===== config.mk =====
export PLATFORM = sky130hd
export DESIGN_NAME = fdiv_ssc_top
export DESIGN_NICKNAME = d
export VERILOG_FILES = /design/src/rtl/fdiv_pkg.sv /design/src/rtl/fdiv_sweep.sv /design/src/rtl/fdiv_ratio.sv /design/src/rtl/fdiv_pulse.sv /design/src/rtl/fdiv_ssc_top.sv
export SDC_FILE = /design/constraint.sdc
export NUM_CORES = 1
export LEC_CHECK = 0
export ABC_CLOCK_PERIOD_IN_PS = 10250
export BUFFER_PORTS_ARGS = -buffer_cell sky130_fd_sc_hd__buf_2
export CAP_MARGIN = 20
export CORE_ASPECT_RATIO = 1.5
export CORE_MARGIN = 5
export CORE_UTILIZATION = 35
export CTS_CLUSTER_DIAMETER = 100
export DETAILED_ROUTE_END_ITERATION = 6
export PLACE_DENSITY = 0.52
export SLEW_MARGIN = 20
export SYNTH_ARGS = -nofsm -noshare
export SYNTH_HDL_FRONTEND = slang
export SYNTH_HIERARCHICAL = 1
export SYNTH_SLANG_ARGS = --single-unit

===== constraint.sdc =====
create_clock -name clk -period 10.25 [get_ports clk]
set_input_delay 0.5125 -clock clk [delete_from_list [all_inputs] [get_ports clk]]
set_output_delay 0.5125 -clock clk [all_outputs]
set_load 0.01 [all_outputs]

===== src/rtl/fdiv_pkg.sv =====
package fdiv_pkg;
    localparam int DEF_IW = 8;
    localparam int DEF_FW = 8;
    localparam int DEF_RW = 12;
    localparam int DEF_PW = 8;

    typedef enum logic {
        SWEEP_CENTER = 1'b0,
        SWEEP_DOWN   = 1'b1
    } sweep_mode_e;

    typedef enum logic [1:0] {
        FIX_NONE   = 2'd0,
        FIX_BORROW = 2'd1,
        FIX_CARRY  = 2'd2
    } frac_fix_e;
endpackage


===== src/rtl/fdiv_sweep.sv =====
module fdiv_sweep #(
    parameter int FW = fdiv_pkg::DEF_FW,
    parameter int RW = fdiv_pkg::DEF_RW
) (
    input  logic                    clk,
    input  logic                    rst,
    input  logic                    restart,
    input  logic                    active,
    input  fdiv_pkg::sweep_mode_e   mode,
    input  logic [FW-1:0]           depth,
    input  logic [FW-1:0]           step,
    input  logic [RW-1:0]           rate,
    output logic signed [FW+1:0]    offset
);
    localparam int UW = FW + 1;

    logic [RW-1:0] tick_cnt;
    logic [UW-1:0] pos;
    logic [UW-1:0] span;
    logic [UW-1:0] bias;
    logic [UW:0]   pos_up;
    logic          rising;
    logic          tick;

    always_comb begin
        span   = (mode == fdiv_pkg::SWEEP_DOWN) ? {1'b0, depth} : {depth, 1'b0};
        bias   = (mode == fdiv_pkg::SWEEP_DOWN) ? '0 : {1'b0, depth};
        tick   = ({1'b0, tick_cnt} + 1'b1) >= {1'b0, rate};
        pos_up = {1'b0, pos} + {2'b0, step};
    end

    always_ff @(posedge clk) begin
        if (rst || restart || !active) begin
            tick_cnt <= '0;
            pos      <= bias;
            rising   <= 1'b1;
        end else if (tick) begin
            tick_cnt <= '0;
            if (rising) begin
                if (pos_up >= {1'b0, span}) begin
                    pos    <= span;
                    rising <= 1'b0;
                end else begin
                    pos <= pos_up[UW-1:0];
                end
            end else begin
                if (pos <= {1'b0, step}) begin
                    pos    <= '0;
                    rising <= 1'b1;
                end else begin
                    pos <= pos - {1'b0, step};
                end
            end
        end else begin
            tick_cnt <= tick_cnt + 1'b1;
        end
    end

    assign offset = active ? ($signed({1'b0, pos}) - $signed({1'b0, bias})) : '0;

    AST_SWEEP_IN_SPAN: assert property (@(posedge clk) disable iff (rst || restart)
        pos <= span) else $error("sweep position beyond span");
    AST_SWEEP_HOLD: assert property (@(posedge clk) disable iff (rst || restart)
        (active && !tick) |=> $stable(pos)) else $error("sweep moved off tick");
    AST_SWEEP_STEP: assert property (@(posedge clk) disable iff (rst || restart)
        (active && tick) |=> (((pos >= $past(pos)) ? (pos - $past(pos)) : ($past(pos) - pos)) <= {1'b0, step}))
        else $error("sweep jumped more than one step");
endmodule


===== src/rtl/fdiv_ratio.sv =====
module fdiv_ratio #(
    parameter int IW = fdiv_pkg::DEF_IW,
    parameter int FW = fdiv_pkg::DEF_FW
) (
    input  logic                 clk,
    input  logic                 rst,
    input  logic                 restart,
    input  logic                 load,
    input  logic [IW-1:0]        int_part,
    input  logic [FW-1:0]        num,
    input  logic [FW-1:0]        den,
    input  logic signed [FW+1:0] offset,
    output logic [IW:0]          period
);
    localparam int SW = FW + 2;

    logic [FW-1:0]        acc;
    logic signed [SW-1:0] eff;
    logic signed [SW-1:0] den_s;
    logic [SW-1:0]        frac_fixed;
    logic [IW:0]          base;
    logic [FW:0]          sum;
    logic [FW:0]          sum_wrap;
    logic                 carry;
    fdiv_pkg::frac_fix_e  fix;

    always_comb begin
        den_s = $signed({2'b0, den});
        eff   = $signed({2'b0, num}) + offset;
        if (eff < 0)
            fix = fdiv_pkg::FIX_BORROW;
        else if (eff >= den_s)
            fix = fdiv_pkg::FIX_CARRY;
        else
            fix = fdiv_pkg::FIX_NONE;
        case (fix)
            fdiv_pkg::FIX_BORROW: begin
                base       = {1'b0, int_part} - 1'b1;
                frac_fixed = eff + den_s;
            end
            fdiv_pkg::FIX_CARRY: begin
                base       = {1'b0, int_part} + 1'b1;
                frac_fixed = eff - den_s;
            end
            default: begin
                base       = {1'b0, int_part};
                frac_fixed = eff;
            end
        endcase
        sum      = {1'b0, acc} + frac_fixed[FW:0];
        carry    = sum >= {1'b0, den};
        sum_wrap = sum - {1'b0, den};
        period   = base + {{IW{1'b0}}, carry};
    end

    always_ff @(posedge clk) begin
        if (rst || restart)
            acc <= '0;
        else if (load)
            acc <= carry ? sum_wrap[FW-1:0] : sum[FW-1:0];
    end

    AST_ACC_BELOW_DEN: assert property (@(posedge clk) disable iff (rst || restart)
        acc < den) else $error("accumulator not below denominator");
    AST_PERIOD_NEAR: assert property (@(posedge clk) disable iff (rst || restart)
        load |-> (({1'b0, int_part} <= period + 1'b1) && (period <= {1'b0, int_part} + 2'd2)))
        else $error("period outside swept range");
endmodule


===== src/rtl/fdiv_pulse.sv =====
module fdiv_pulse #(
    parameter int IW = fdiv_pkg::DEF_IW,
    parameter int PW = fdiv_pkg::DEF_PW
) (
    input  logic          clk,
    input  logic          rst,
    input  logic          restart,
    input  logic [PW-1:0] phase_init,
    input  logic [IW:0]   period,
    output logic          load,
    output logic          clk_out,
    output logic          tc
);
    logic [IW:0]   cnt;
    logic [IW:0]   half;
    logic [PW-1:0] hold;
    logic          started;

    assign load    = started ? (cnt == '0) : (hold == '0);
    assign tc      = started && (cnt == '0);
    assign clk_out = started && (cnt >= half);

    always_ff @(posedge clk) begin
        if (rst || restart) begin
            started <= 1'b0;
            cnt     <= '0;
            half    <= '0;
            hold    <= phase_init;
        end else if (load) begin
            started <= 1'b1;
            cnt     <= period - 1'b1;
            half    <= period >> 1;
        end else if (started) begin
            cnt <= cnt - 1'b1;
        end else begin
            hold <= hold - 1'b1;
        end
    end

    AST_TC_THEN_HIGH: assert property (@(posedge clk) disable iff (rst || restart)
        tc |=> clk_out) else $error("new period did not start high");
    AST_TC_SINGLE: assert property (@(posedge clk) disable iff (rst || restart)
        tc |=> !tc) else $error("terminal pulse wider than one cycle");
endmodule


===== src/rtl/fdiv_ssc_top.sv =====
module fdiv_ssc_top #(
    parameter int IW = fdiv_pkg::DEF_IW,
    parameter int FW = fdiv_pkg::DEF_FW,
    parameter int RW = fdiv_pkg::DEF_RW,
    parameter int PW = fdiv_pkg::DEF_PW
) (
    input  logic          clk,
    input  logic          rst,
    input  logic          restart,
    input  logic [IW-1:0] div_int,
    input  logic [FW-1:0] div_num,
    input  logic [FW-1:0] div_den,
    input  logic          sweep_en,
    input  logic          sweep_kill,
    input  logic          sweep_mode,
    input  logic [FW-1:0] sweep_depth,
    input  logic [FW-1:0] sweep_step,
    input  logic [RW-1:0] sweep_rate,
    input  logic [PW-1:0] phase_skew,
    output logic          clk_out,
    output logic          tc_pulse
);
    logic                 active;
    logic [PW-1:0]        phase_sel;
    logic signed [FW+1:0] offset;
    logic [IW:0]          period;
    logic                 load;

    assign active    = sweep_en && !sweep_kill;
    assign phase_sel = active ? '0 : phase_skew;

    fdiv_sweep #(.FW(FW), .RW(RW)) sweep_i (
        .clk(clk), .rst(rst), .restart(restart), .active(active),
        .mode(fdiv_pkg::sweep_mode_e'(sweep_mode)),
        .depth(sweep_depth), .step(sweep_step), .rate(sweep_rate),
        .offset(offset)
    );

    fdiv_ratio #(.IW(IW), .FW(FW)) ratio_i (
        .clk(clk), .rst(rst), .restart(restart), .load(load),
        .int_part(div_int), .num(div_num), .den(div_den),
        .offset(offset), .period(period)
    );

    fdiv_pulse #(.IW(IW), .PW(PW)) pulse_i (
        .clk(clk), .rst(rst), .restart(restart), .phase_init(phase_sel),
        .period(period), .load(load), .clk_out(clk_out), .tc(tc_pulse)
    );
endmodule


==> results of run 1 <==
[cell usage after synthesis (6+ instances only)]
library cell	n	area, um2
ha_1	106	1326
inv_1	81	304.0
nand2_1	80	300.3
o21ai_0	66	330.3
a21oi_1	55	275.3
nor2_1	52	195.2
xnor2_1	43	376.6
dfxtp_1	39	780.8
nand3_1	29	145.1
a21o_1	25	187.7
xor2_1	25	219.0
nor2b_1	23	143.9
nor3_1	19	95.09
edfxtp_1	17	510.5
nand2b_1	15	93.84
a211oi_1	14	105.1
mux2i_1	14	140.1
and2_1	13	81.33
clkbuf_1	11	41.29
or3_1	11	68.82
a31oi_1	10	62.56
and3_1	10	62.56
o31ai_1	10	75.07
a21boi_0	9	67.56
nand4_1	9	56.30
o21a_1	9	67.56
fa_1	8	160.2
nor3b_1	8	60.06
o21ai_1	8	40.04
buf_2	7	35.03
o21bai_1	7	52.55
buf_6	6	67.56
nand3b_1	6	45.04
[flip-flops by register name (all words and copies together) (netlist names)]
name,cells
pulse_i/started,1
pulse_i/hold,8
pulse_i/cnt,9
sweep_i/tick_cnt,12
sweep_i/pos,9
ratio_i/acc,8
sweep_i/rising,1
pulse_i/half,8
[cell type report]
class / count / area, um2
fillers: 2283 / 12780
multi-input cells: 788 / 6010
flip-flops and latches: 56 / 1291
repair buffers: 113 / 680.7
well taps: 272 / 340.3
inverters: 82 / 307.8
clock buffers: 5 / 125.1
clock inverters: 3 / 20.02
[per-layer routing]
layer  track usage  vias up  wire length (um)
met2        0.3348      117             11570
li1              -     3636                 -
met3       0.01906       35               589
met5             0        -                 0
met1        0.1929     3268              8723
met4       0.06690        0               707
[through the flow]
stage	total power [mW]	hold slack, ns	worst slack (ns)	setup TNS, ns	cells
3_3_place_gp	1.554	0.4446	0.1333	0	1301
4_1_cts	1.748	0.4601	0.1812	0	1309
5_1_grt	1.992	0.4821	-0.1016	-0.1554	1319
2_1_floorplan	1.204	0.4329	0.06164	0	951
6_report	1.819	0.4581	0.5643	0	1319
3_5_place_dp	1.547	0.4481	-0.08657	-0.2001	1301
[power groups by stage]
stage | sequential [mW] | combinational (mW) | clock, mW
after floorplan | 0.254 | 0.950 | 0
after global placement | 0.258 | 1.30 | 0
after detailed placement | 0.258 | 1.29 | 0
after CTS | 0.253 | 1.30 | 0.194
after global routing | 0.255 | 1.54 | 0.202
final | 0.253 | 1.38 | 0.187
[timing repair]
action,in CTS,in global routing
setup endpoints to repair,0,6
hold buffers,0,0
buffers inserted,0,10
resized for setup,0,37
endpoints found under the hold margin,0,0
[critical path: cells and delay by family (launching register included)]
kind / cells / cell delay (ns)
AO/OA/AOI/OAI: 17 / 3.01
XOR/XNOR: 4 / 0.59
adder cells (fa/ha/maj): 9 / 2.70
buffers and inverters: 7 / 0.70
flip-flops: 1 / 0.41
multiplexers: 2 / 0.29
AND/OR/NAND/NOR: 10 / 1.82
[final timing paths]
path | start | to | slack [ns] | depth (start not counted)
worst max-delay path | sweep_i/pos[0] | pulse_i/cnt[8] | 0.56 | 49
worst min-delay path | pulse_i/half[1] | pulse_i/half[1] | 0.46 | 2
worst max register to register | sweep_i/pos[0] | pulse_i/cnt[8] | 0.56 | 49
worst min register to register | pulse_i/half[1] | pulse_i/half[1] | 0.46 | 2
[kinds of logic after synthesis]
kind of cell             share of synthesized area
AND/OR/NAND/NOR                             0.2260
AO/OA/AOI/OAI                               0.2422
adder cells (fa/ha/maj)                     0.1954
buffers and inverters                      0.06037
XOR/XNOR                                   0.08044
flip-flops                                  0.1698
multiplexers                               0.02583
==> results by group, run 1 <==
Timing
  • Fmax achieved: 103.2 MHz
  • Final Hold Fails: 0
  • Worst-Margin Slew: approximately 0.95 ns
  • Final Max Slew Viols: 0
  • Skew final: 0.006063 ns
  • Minimum clock period: just under 10 ns
  • Fin crit share: 0.9449
  • Final setup viols: 0
  • Slew headroom: 0.3654

CTS
  • CTS tree: yes
  • Clock sinks: 56
  • Later-pin clock latency in the skew report: 0.31 ns
  • Clock root cell: clkbuf_16
  • H-tree depth: 2
  • Worst-path clk slew: 0.08 ns
  • Num CTS Buffers: 5
  • Clock Path Buffers: 2

Power
  • Int Pwr: a little under 1 mW
  • Worst VDD drop: 92.71 uV
  • Switching power: 835.7 uW
  • Sequential Power Share: 0.139
  • Sw Share: 0.4594
  • Pwr/cell area: 207.3 nW/um2
  • Leakage power: 3.860 nW
  • Power share of the combinational group: 0.758
  • Clock power share: 0.103

Cells and area
  • Number of diodes: 0
  • Layout cells sized above 1: 0.1815
  • Commonest cells after routing, fill and taps aside: 104 x ha_1, 80 x inv_1, 80 x nand2_1, 67 x buf_2, 59 x o21ai_0
  • P&R area growth vs syn: 15.36%
  • Most common cell after layout, fill and taps aside: ha_1
  • Final Util: 0.4071
  • Finished Cell Area: 8775 um2
  • Net count, final: 1226

Placement
  • # port buffers: 67
  • Detail Placement HPWL: 17980 um
  • Placed Instance Area: approximately 8400 um2
  • GP Congestion: roughly 0.85

Detailed routing
  • Via count: 7056
  • Drt first pass iters: 5
  • Drc violations: 0
  • Via-per-instance ratio: 5.350
  • Routed Antenna Nets: 0
  • Final WL: roughly 22000 um
  • Iteration-0 DRC Markers: 259
  • Routed WL per cell: ~16 um

Worst hold path
  • Tightest Hold Check Type: reg2reg

Synthesis
  • Synthesized instance count: roughly 950
  • Post-synthesis cell area: 7606 um2
  • Warnings from Yosys: 6
  • Seq/Total Area, Yosys: 0.1698
  • Unique masters post-synth: 98
  • Syn nets: around 1100
  • Post-synth EDFFs: 17
  • FFs w/ async S/R, synth: 0
  • Ys flop type: dfxtp_1
  • FF+latch count, synth: 56
  • Avg Inst Size Synth: about 8.0 um2

Global route
  • First-pass GRT wire length: roughly 35000 um
  • Pin count of the biggest net entering global routing: 33
  • Number of global-route vias before repair: 7205
  • GR Util All Layers: 0.1750
  • Gr ovfl total: 0
  • Initial antenna violation count: 0

Worst setup path
  • Crit end category: flip-flop
  • CP peak stage delay: 0.51 ns
  • Worst endpoint required time: ~10 ns
  • Startpoint type of the worst setup path: flip-flop
  • Arrival time worst endpoint: 9.88 ns
  • Crit path kind: reg2reg
  • Maximum fanout along the worst path: 5
  • Slowest CP cell: fa_2

Floorplan
  • FP Rows: 66
  • DIE WIDTH: about 130 um
  • I/O pin count: 68
  • Initial Util: 0.3529
  • Core footprint: 21550 um2
  • Die ar.: 24840 um2
  • Die H: 190.5 um

Job
  • Max Cap Viol: 0

Outcome
  • Status: complete, no violations
(Power assumes the default switching activity.)
==> run 2: changes to the inputs <==
--- a/config.mk
+++ b/config.mk
@@ -8,7 +8,7 @@
 export ABC_CLOCK_PERIOD_IN_PS = 10250
 export BUFFER_PORTS_ARGS = -buffer_cell sky130_fd_sc_hd__buf_2
 export CAP_MARGIN = 20
-export CORE_ASPECT_RATIO = 1.5
+export CORE_ASPECT_RATIO = 0.7
 export CORE_MARGIN = 5
 export CORE_UTILIZATION = 35
 export CTS_CLUSTER_DIAMETER = 100
@@ -17,5 +17,4 @@
 export SLEW_MARGIN = 20
 export SYNTH_ARGS = -nofsm -noshare
 export SYNTH_HDL_FRONTEND = slang
-export SYNTH_HIERARCHICAL = 1
 export SYNTH_SLANG_ARGS = --single-unit
==> results by group, run 2 <==
Timing
  • Setup TNS: 0 ns (unchanged)
  • Final setup viols: 0 (unchanged)
  • Final worst slack: 0.4489 ns (-0.1154 ns)
  • Final Hold Fails: 0 (unchanged)
  • Skew final: 0.006881 ns (+0.0008180 ns)
  • Minimum clock period: 9.801 ns (+0.1154 ns)
  • Final Max Slew Viols: 0 (unchanged)
  • Fin crit share: 0.9562 (+0.01126)
  • Hold_ws: 0.4559 ns (-0.002161 ns)
  • Fmax achieved: 102.0 MHz (-1.2%)
  • Worst-Margin Slew: 0.8183 ns (-0.1336 ns)
  • Slew headroom: 0.4544 (+0.08907)

Cells and area
  • Layout cells sized above 1: 0.2086 (+0.02714)
  • Net count, final: 1224 (-0.16%)
  • Number of diodes: 0 (unchanged)
  • Layout Cells excl Fill: 1321 (+0.15%)
  • Biggest regs: sweep_i.tick_cnt (12), pulse_i.cnt (9), sweep_i.pos (9)
  • Final Util: 0.4284 (+0.02129)
  • Finished Cell Area: 8797 um2 (+0.26%)
  • Max FFs per register: 12 (unchanged)
  • Fillers: 2088 (-8.5%)
  • Most common cell after layout, fill and taps aside: ha_1
  • Commonest cells after routing, fill and taps aside: 104 x ha_1, 79 x buf_4, 78 x inv_1, 78 x nor2_1, 67 x buf_2
  • P&R area growth vs syn: 21.66%
  • Top reg by flops: sweep_i.tick_cnt

Global route
  • Number of global-route vias before repair: 6333 (-12%)
  • Initial antenna violation count: 0 (unchanged)
  • GR Util All Layers: 0.1733 (-0.001721)
  • Gr ovfl total: 0 (unchanged)
  • First-pass GRT wire length: 33260 um (-5.0%)
  • Pin count of the biggest net entering global routing: 31 (-6.1%)

Worst setup path
  • R2R Setup Slk: 0.47 ns (-0.09 ns)
  • Crit path kind: in2reg
  • Most used cell, CP: inv_1
  • Cell count of the worst reg-to-reg path: 51 (+4.1%)
  • FF-to-FF Start: sweep_i.pos[0]
  • Maximum fanout along the worst path: 5 (unchanged)
  • CP peak stage delay: 0.50 ns (about the same)
  • Startpoint type of the worst setup path: input pin
  • Arrival time worst endpoint: 10.02 ns (+0.14 ns)
  • RR Endpoint: pulse_i.cnt[8]
  • Worst endpoint required time: 10.47 ns (+0.02 ns)
  • Crit end category: flip-flop
  • Slowest CP cell: fa_1

Synthesis
  • Syn nets: 1094 (-3.3%)
  • Synthesized instance count: 914 (-3.9%)
  • Synth cell count leaders: 106 x ha_1, 80 x nor2_1, 78 x inv_1
  • Cell with the most instances after synthesis: ha_1
  • Post-synth top area cell: ha_1
  • FF+latch count, synth: 56 (unchanged)
  • Warnings from Yosys: 0 (-6)
  • FFs w/ async S/R, synth: 0 (unchanged)
  • Unique masters post-synth: 74 (-24%)
  • Post-synthesis cell area: 7231 um2 (-4.9%)
  • Ys flop type: dfxtp_1
  • Avg Inst Size Synth: 7.911 um2 (-1.1%)
  • Top cells by area, synth: ha_1 18%, dfxtp_1 11%, edfxtp_1 7.1%
  • Synth top area share: 0.1834 (+0.009052)
  • Post-synth EDFFs: 17 (unchanged)
  • Seq/Total Area, Yosys: 0.1786 (+0.008813)

CTS
  • CTS Hold Buffers Added: 0 (unchanged)
  • H-tree depth: 2 (unchanged)
  • Later-pin clock latency in the skew report: 0.32 ns (about the same)
  • Clock root cell: clkbuf_16
  • CTS tree: yes
  • Clock Path Buffers: 2 (unchanged)
  • Clock sinks: 56 (unchanged)
  • Num CTS Buffers: 5 (unchanged)
  • Worst-path clk slew: 0.08 ns (about the same)

Detailed routing
  • Via count: 6864 (-2.7%)
  • Routed WL per cell: 15.74 um (-3.8%)
  • Drt first pass iters: 5 (unchanged)
  • Drc violations: 0 (unchanged)
  • Final WL: 20790 um (-3.7%)
  • Iteration-0 DRC Markers: 547 (+110%)
  • Via-per-instance ratio: 5.196 (-2.9%)
  • Routed Antenna Nets: 0 (unchanged)

Power
  • Pwr Total: 1.746 mW (-4.0%)
  • Pwr/cell area: 198.4 nW/um2 (-4.3%)
  • Power share of the combinational group: 0.744 (-0.014)
  • Sequential Power Share: 0.143 (+0.004)
  • Sw Share: 0.4582 (-0.001156)
  • Leakage power: 4.098 nW (+6.1%)
  • Int Pwr: 945.9 uW (-3.8%)
  • Switching power: 799.9 uW (-4.3%)
  • Clock power share: 0.114 (+0.011)
  • Worst VDD drop: 188.9 uV (+100%)

Job
  • Max Cap Viol: 0 (unchanged)

Floorplan
  • Initial Util: 0.3521 (-0.0007764)
  • I/O pin count: 68 (unchanged)
  • Die ar.: 23680 um2 (-4.7%)
  • Die H: 130.3 um (-32%)
  • DIE WIDTH: 181.8 um (+39%)
  • FP Rows: 44 (-33%)
  • Core footprint: 20530 um2 (-4.7%)

Placement
  • Worst slack, placed: -0.2669 ns (-0.1803 ns)
  • Dpl cells: 1305 (+0.31%)
  • Detail Placement HPWL: 16620 um (-7.6%)
  • # port buffers: 67 (unchanged)
  • GP Congestion: 0.8666 (+1.9%)
  • Placed Instance Area: 8363 um2 (-0.55%)

Outcome
  • Status: complete, no violations

Worst hold path
  • Tightest Hold Check Type: reg2reg
  • Worst Hold End: pulse_i.half[7]
  • Worst Hold Path Cells: 2 (unchanged)
  • Hold Startpoint: pulse_i.half[7]
run 2: changes by cell type after synthesis, sizes merged, moves of 8 or more:
cell / change
xnor2: +12
nand2: -27
nor2: +28
clkbuf: +11
and3: +10
and2: -12
a21oi: +8
buf: -12
o21ai: -25
mux2i: -11
or3: -10
run 2: how the worst max path moves through the flow:
stage,start,to,slack [ns],cells past startpoint
floorplan,sweep_depth[0],pulse_i.cnt[8],0.19,51
global placement,sweep_depth[0],pulse_i.cnt[8],-0.05,52
detailed placement,sweep_depth[0],pulse_i.cnt[8],-0.27,52
CTS,sweep_i.pos[0],pulse_i.cnt[8],0.03,51
global route,sweep_i.pos[0],pulse_i.cnt[8],-0.19,51
finish,sweep_depth[0],pulse_i.cnt[8],0.45,52
run 2: repair_timing:
action / CTS / global route
resized for setup: 0 / 48
endpoints found under the setup margin: 0 / 11
setup buffers: 0 / 8
run 2: final cells by class:
type,instances,area (um2),area share
clock buffers,6,150.1,0.01707
clock inverters,2,12.51,0.001422
inverters,78,292.8,0.03328
multi-input cells,756,5762,0.6550
flip-flops and latches,56,1291,0.1468
well taps,276,345.3,0.03925
repair buffers,147,943.4,0.1072
run 2: critical path: cells and delay by family:
kind,cells,cell delay (ns)
compound gates,20,3.64
xor+xnor,1,0.22
fa+ha+maj,9,2.84
buf+inv,6,0.50
mux,1,0.32
simple gates,15,1.97
run 2: power by group through the flow:
stage          clock network, mW  logic (mW)  registers, mW
2_1_floorplan                  0       0.849          0.250
3_3_place_gp                   0        1.20          0.254
3_5_place_dp                   0        1.19          0.254
4_1_cts                    0.205        1.20          0.249
5_1_grt                    0.214        1.44          0.250
6_report                   0.199        1.30          0.249
run 2: kinds of logic after synthesis:
group                      count (synthesis)  share of synthesized area
AOI/OAI and AO/OA                        262                     0.2483
xor gates and xnor gates                  80                    0.09950
adders and majority gates                114                     0.2056
buffers and inverters                    102                    0.05312
DFF                                       56                     0.1786
muxes                                      5                   0.007268
and+or+nand+nor                          295                     0.2076
run 2: per-layer routing:
metal  vias up  GRT usage  wire length [um]
met3        14    0.02675               966
met1      3139     0.2675             11160
met2       141     0.2524              8419
met4         0    0.03705               239
li1       3570          -                 -
met5         -          0                 0
